===== src/rtl/run_ctrl_pkg.sv =====
// Shared phase encoding for the run-phase sequencer.
// Assumes: codes are visible at the top port and fixed as listed.
package run_ctrl_pkg;
    localparam int PHASE_W = 3;

    typedef enum logic [PHASE_W-1:0] {
        PH_IDLE  = 3'd0,
        PH_PREP  = 3'd1,
        PH_FWAIT = 3'd2,
        PH_EXEC  = 3'd3,
        PH_WIND  = 3'd4,
        PH_LOCK  = 3'd5
    } phase_e;
endpackage


===== src/rtl/run_phase_fsm.sv =====
// Phase register, instruction-on-hand flag and fault memory.
// Assumes: retire_i and bogus_i are decoded from this module's own state
// plus the instruction flags, and are never high together.
module run_phase_fsm
    import run_ctrl_pkg::*;
(
    input  logic   clk,
    input  logic   rst_n,
    input  logic   start_i,
    input  logic   seed_ready_i,
    input  logic   retire_i,
    input  logic   bogus_i,
    input  logic   fstall_i,
    input  logic   halt_i,
    output phase_e phase_o,
    output logic   have_insn_o
);
    phase_e phase_q, phase_d;
    logic   have_q, have_d;
    logic   fault_q, fault_d;

    // Next phase selection.
    always_comb begin
        phase_d = phase_q;
        unique case (phase_q)
            PH_IDLE:  if (start_i) phase_d = PH_PREP;
            PH_PREP:  if (seed_ready_i) phase_d = PH_FWAIT;
            PH_FWAIT: phase_d = PH_EXEC;
            PH_EXEC:  if (bogus_i || (retire_i && halt_i)) phase_d = PH_WIND;
            PH_WIND:  phase_d = fault_q ? PH_LOCK : PH_IDLE;
            PH_LOCK:  phase_d = PH_LOCK;
            default:  phase_d = PH_IDLE;
        endcase
    end

    // Instruction on hand: gained by a fetch, lost on a bubble, halt or fault.
    always_comb begin
        have_d = (phase_q == PH_EXEC) && !bogus_i &&
                 !(retire_i && (fstall_i || halt_i));
    end

    // Remember that the run ended in a fault until the phase returns to idle.
    always_comb begin
        fault_d = fault_q;
        if (phase_q == PH_IDLE) fault_d = 1'b0;
        else if (bogus_i)       fault_d = 1'b1;
    end

    // State registers with synchronous reset.
    always_ff @(posedge clk) begin
        if (!rst_n) begin
            phase_q <= PH_IDLE;
            have_q  <= 1'b0;
            fault_q <= 1'b0;
        end else begin
            phase_q <= phase_d;
            have_q  <= have_d;
            fault_q <= fault_d;
        end
    end

    assign phase_o     = phase_q;
    assign have_insn_o = have_q;
endmodule


===== src/rtl/run_issue_logic.sv =====
// Combinational decode of the per-cycle strobes from phase and flags.
// Assumes: flags describe the instruction on hand and are only meaningful
// when have_insn_i is high.
module run_issue_logic
    import run_ctrl_pkg::*;
(
    input  phase_e phase_i,
    input  logic   have_insn_i,
    input  logic   fetch_ok_i,
    input  logic   imem_void_i,
    input  logic   busy_i,
    input  logic   fstall_i,
    input  logic   halt_i,
    output logic   fetch_en_o,
    output logic   retire_o,
    output logic   stall_o,
    output logic   bogus_o,
    output logic   cnt_clr_o,
    output logic   rnd_clr_o,
    output logic   prng_step_o
);
    logic in_exec, live, bad_word, running;

    // Strobe decode for the current cycle.
    always_comb begin
        in_exec     = (phase_i == PH_EXEC);
        live        = in_exec && have_insn_i;
        bad_word    = !fetch_ok_i || imem_void_i;
        running     = (phase_i != PH_IDLE);
        bogus_o     = live && bad_word;
        retire_o    = live && !bad_word && !busy_i;
        fetch_en_o  = in_exec && (!have_insn_i || (retire_o && !fstall_i && !halt_i));
        stall_o     = running && !retire_o;
        cnt_clr_o   = (phase_i == PH_PREP) || (phase_i == PH_FWAIT);
        rnd_clr_o   = (phase_i == PH_PREP);
        prng_step_o = running && (phase_i != PH_PREP);
    end
endmodule


===== src/rtl/run_insn_counter.sv =====
// Retired-instruction counter: cleared on request, saturating increment.
// Assumes: clear has priority over increment.
module run_insn_counter #(
    parameter int CNT_W = 32
) (
    input  logic             clk,
    input  logic             rst_n,
    input  logic             clr_i,
    input  logic             inc_i,
    output logic [CNT_W-1:0] cnt_o
);
    localparam logic [CNT_W-1:0] CNT_MAX = '1;
    localparam logic [CNT_W-1:0] CNT_ONE = CNT_W'(1);

    logic [CNT_W-1:0] cnt_q;

    // Count retirements, hold at the top value.
    always_ff @(posedge clk) begin
        if (!rst_n)                          cnt_q <= '0;
        else if (clr_i)                      cnt_q <= '0;
        else if (inc_i && cnt_q != CNT_MAX)  cnt_q <= cnt_q + CNT_ONE;
    end

    assign cnt_o = cnt_q;
endmodule


===== src/rtl/run_ctrl_seq.sv =====
// Top of the run-phase sequencer: phase FSM, strobe decode, counter.
// Assumes: instruction flags are valid in the cycle they describe.
module run_ctrl_seq
    import run_ctrl_pkg::*;
#(
    parameter int CNT_W = 32
) (
    input  logic             clk,
    input  logic             rst_n,
    input  logic             start_i,
    input  logic             seed_ready_i,
    input  logic             fetch_ok_i,
    input  logic             imem_void_i,
    input  logic             busy_i,
    input  logic             fstall_i,
    input  logic             halt_i,
    output logic             fetch_en_o,
    output logic             retire_o,
    output logic             stall_o,
    output logic             fault_o,
    output logic             cnt_clr_o,
    output logic             rnd_req_clr_o,
    output logic             prng_step_o,
    output logic [CNT_W-1:0] insn_cnt_o,
    output logic [2:0]       phase_o
);
    phase_e phase;
    logic   have_insn;
    logic   retire, bogus, cnt_clr;

    run_phase_fsm u_fsm (
        .clk          (clk),
        .rst_n        (rst_n),
        .start_i      (start_i),
        .seed_ready_i (seed_ready_i),
        .retire_i     (retire),
        .bogus_i      (bogus),
        .fstall_i     (fstall_i),
        .halt_i       (halt_i),
        .phase_o      (phase),
        .have_insn_o  (have_insn)
    );

    run_issue_logic u_issue (
        .phase_i     (phase),
        .have_insn_i (have_insn),
        .fetch_ok_i  (fetch_ok_i),
        .imem_void_i (imem_void_i),
        .busy_i      (busy_i),
        .fstall_i    (fstall_i),
        .halt_i      (halt_i),
        .fetch_en_o  (fetch_en_o),
        .retire_o    (retire),
        .stall_o     (stall_o),
        .bogus_o     (bogus),
        .cnt_clr_o   (cnt_clr),
        .rnd_clr_o   (rnd_req_clr_o),
        .prng_step_o (prng_step_o)
    );

    run_insn_counter #(.CNT_W(CNT_W)) u_cnt (
        .clk   (clk),
        .rst_n (rst_n),
        .clr_i (cnt_clr),
        .inc_i (retire),
        .cnt_o (insn_cnt_o)
    );

    assign retire_o  = retire;
    assign fault_o   = bogus;
    assign cnt_clr_o = cnt_clr;
    assign phase_o   = phase;
endmodule


===== config.mk =====
export PLATFORM = sky130hd
export DESIGN_NAME = run_ctrl_seq
export DESIGN_NICKNAME = d
export VERILOG_FILES = /design/src/rtl/run_ctrl_pkg.sv /design/src/rtl/run_phase_fsm.sv /design/src/rtl/run_issue_logic.sv /design/src/rtl/run_insn_counter.sv /design/src/rtl/run_ctrl_seq.sv
export SDC_FILE = /design/constraint.sdc
export NUM_CORES = 1
export LEC_CHECK = 0
export CAP_MARGIN = 20
export CORE_MARGIN = 1
export CORE_UTILIZATION = 51
export CTS_BUF_LIST = sky130_fd_sc_hd__clkbuf_2 sky130_fd_sc_hd__clkbuf_4 sky130_fd_sc_hd__clkbuf_8
export DETAILED_ROUTE_END_ITERATION = 6
export HOLD_SLACK_MARGIN = 0.15
export PLACE_DENSITY_LB_ADDON = 0.3
export SYNTH_ARGS = -nofsm -noshare
export SYNTH_HDL_FRONTEND = slang
export SYNTH_SLANG_ARGS = --single-unit

===== constraint.sdc =====
create_clock -name clk -period 2.26 [get_ports clk]
set_input_delay 0.339 -clock clk [delete_from_list [all_inputs] [get_ports clk]]
set_output_delay 0.339 -clock clk [all_outputs]
set_load 0.05 [all_outputs]

==> implementation parameters <==
Parameter                              Value

Outcome
  Status    completed

Timing
  Maximum achievable frequency    464 MHz
  Final period util    0.954
  Setup TNS    0 ps
  Unrepaired setup endpoints after global routing    no
  Worst hold slack    507 ps
  Final hold violation count    0
  Post-layout worst setup margin    105 ps
  Count of endpoints failing setup in the final report    0
  Post-route minimum period    2160 ps
  Final Skew    3.72 ps
  Transition time at the pin with the least slew margin    510 ps
  Worst slew margin relative to its limit    0.659
  Number of slew-limit violations in the final report    0

Synthesis
  Count of mapped cells out of synthesis    242
  Multiplexer share of the synthesized area    0.0153
  Netlist Area Pre-Place    2040 sq um
  Synthesis-stage register bit count    37
  Number of enable flip-flop cells after synthesis    0
  Simple-gate share of the synthesized area    0.352
  Leading post-synthesis cells by cell area    dfxtp_1, a21oi_1, or3_1
  Area share of xor/xnor cells in the synthesized design    0.0257
  Async set-or-reset flop fraction in the synthesized netlist    0
  Library cells used by synthesis    56
  Synth Area per Inst    8.44 sq um
  Most numerous cell in the Yosys netlist    dfxtp_1
  Dominant combinational cell family by area after synthesis    simple AND/OR/NAND/NOR gates
  Share of synthesized area occupied by flip-flops and latches    0.363
  Total nets after synthesis    252
  Count of warnings emitted by yosys    0
  Predominant post-synthesis flop cell    dfxtp_1
  Portion of synthesized cell area occupied by the leading cell type    0.363
  Post-synth top cells    dfxtp_1, a21oi_1, nand2_1, nor2_1, or3_1
  Fraction of the mapped netlist area in adder cells    0.00612
  Fraction of the mapped netlist area in compound gates    0.196
  Most area-hungry cell type in the Yosys netlist    dfxtp_1

Worst setup path
  Reg2reg setup slack    180 ps
  CP bufs+invs    1
  Slowest-stage cell, CP    clkdlybuf4s50_1
  Required arrival time at the worst endpoint    1920 ps
  Critical-path maximum fanout    12
  Worst path cell trace    or2_2, clkdlybuf4s50_1
  Critical Path Sink Type    output pin
  CP top delay family    buffers and inverters
  Data arrival, critical path    1820 ps
  Max stage delay on crit path    790 ps
  Type of the setup path with the least slack    reg2out
  Type of origin of the critical path    flip-flop

Power
  LEAKAGE    0.00108 uW
  Share of total power consumed by net switching    0.276
  Psw    376 uW
  Combinational power share    0.157
  Worst-case vdd ir drop    0.390 mV
  Internal power summed over all cells    988 uW
  Total power density per cell area    461 nW/um^2
  Sequential group share of total power    0.491
  Clock group share of total power    0.351

Finish
  Ratio of cells with drive above 1 in the final layout    0.250
  Final-stage net count    338
  Register Area    744 sq um
  Area taken by multi-input logic gates    1240 sq um
  Number of fill cells in the layout    272
  Final core occ    0.791
  Final antenna diode count    0
  Area added between synthesis and finish    44.9%

Global routing
  Routing usage on met3    0.0503
  Vias in the first global route    1998
  Initial antenna violation count    0
  Global routing usage summed across all routing layers    0.269
  Peak-usage layer in the global routing report    met2
  Total congestion overflow after global routing    0
  Maximum number of pins on one net before global-route repair    16
  Global-route met2 utilization    0.464
  Met1 usage    0.333
  First-pass GRT wire length    8940 microns

Route
  Count of antenna-violating nets left after detailed routing    0
  Pre-antenna DRT Iters    4
  Per-cell via count in the routed design    5.71
  Post-DR wirelength/cell    14.2 microns
  DRC viols    0
  Final wirelength    5350 microns
  Via total after detailed routing    2146
  Drt first-iter violations    179

Die
  Ports    51
  Die area    4260 sq um
  Die extent in y    65.3 microns
  Number of rows created at floorplan    22
  Core Region    3740 sq um
  Die width    65.3 microns
  Initial core utilization    0.546

CTS
  CTS root buf    clkbuf_8
  Max Buffers Root-to-Sink    2
  Clock tree from TritonCTS    yes
  Clk slew on worst S/H paths    70 ps
  Latest clock arrival within the worst-skew pair    290 ps
  Deepest level of the CTS H-tree    2
  Clock buffer count from CTS    5
  Sink Count    37

Place
  Half-perimeter wire length after detailed placement    3980 microns
  Worst slack at placement    -66.2 ps
  Final weighted congestion in routability-driven placement    0.821
  Number of buffers added on ports    50

Flow run
  Max-cap violations    0

Hold path
  Type of the tightest min-delay check    reg2reg
==> logic make-up after synthesis <==
logic type               after synthesis
multiplexers                           3
XOR/XNOR                               6
AO/OA/AOI/OAI                         62
flip-flops                            37
AND/OR/NAND/NOR                      118
buffers and inverters                 15
adder cells (fa/ha/maj)                1
==> what timing repair did <==
item,in CTS,in global routing
gates resized for setup,5,0
setup buffers,0,2
endpoints found under the hold margin,0,0
pin swaps,2,1
cloned,0,0
hold buffers,0,0
setup endpoints to repair,1,1
==> flip-flops by register name, indices dropped and copies added, names as in the netlist <==
register / count
u_fsm.fault_q: 1
u_cnt.cnt_o: 32
u_fsm.have_insn_o: 1
u_fsm.phase_o: 3
==> worst register-to-register path, stage by stage, from the launching register on <==
cell	delay, ps
dfxtp_2	340
ha_1	190
nand4_1	140
or4_4	530
buf_4	170
o31ai_4	310
buf_4	180
o21ai_1	50
a21oi_1	110
==> area by class of cell <==
type | count | area share
Inverter | 5 | 0.00634
Multi-Input combinational cell | 190 | 0.417
Clock buffer | 7 | 0.0304
Sequential cell | 37 | 0.251
Tap cell | 48 | 0.0203
Timing Repair Buffer | 89 | 0.274
==> metal layers <==
layer	wire, microns	vias to the layer above
li1	-	1072
met2	2620	70
met1	2360	998
met3	311	6
met4	64	0
met5	0	-
==> power groups by stage <==
stage / registers (uW) / clock network, uW / logic [uW]
3_3_place_gp: 685 / 0 / 211
2_1_floorplan: 691 / 0 / 137
4_1_cts: 670 / 486 / 216
6_report: 671 / 479 / 215
5_1_grt: 671 / 519 / 229
3_5_place_dp: 685 / 0 / 216
==> through the flow <==
stage	power, uW	instance area, sq um	cells
floorplan	828	2050	242
global placement	896	2850	367
detailed placement	901	2850	367
CTS	1370	2950	374
global route	1420	2960	376
finish	1360	2960	376
==> final timing paths <==
kind                                               startpoint                           to  cells after the start
worst max-delay path            u_fsm.phase_o[1]$_SDFFE_PN0P_                  prng_step_o                      2
worst min-delay path               u_fsm.fault_q$_SDFFE_PP0P_   u_fsm.fault_q$_SDFFE_PP0P_                      1
worst max register to register    u_cnt.cnt_o[1]$_SDFFE_PP0P_  u_cnt.cnt_o[7]$_SDFFE_PP0P_                      8
worst min register to register     u_fsm.fault_q$_SDFFE_PP0P_   u_fsm.fault_q$_SDFFE_PP0P_                      1
==> layout by cell type, fill, tap and decap left out, types with 4 or more instances in the layout <==
| master | netlist | layout |
|---|---|---|
| or3_1 | 18 | 17 |
| or4_1 | 5 | 5 |
| o21ai_1 | 13 | 13 |
| nor2_1 | 19 | 19 |
| nor3_1 | 4 | 4 |
| nand4_1 | 9 | 9 |
| dfxtp_1 | 37 | 34 |
| clkdlybuf4s50_1 | 0 | 41 |
| nand3_1 | 5 | 5 |
| inv_1 | 4 | 4 |
| nor2b_1 | 4 | 4 |
| buf_4 | 1 | 42 |
| clkbuf_8 | 0 | 6 |
| nand2_1 | 22 | 22 |
| a21oi_1 | 23 | 22 |
| o21ai_0 | 9 | 8 |
| xor2_1 | 5 | 5 |
(Power assumes the default switching activity.)
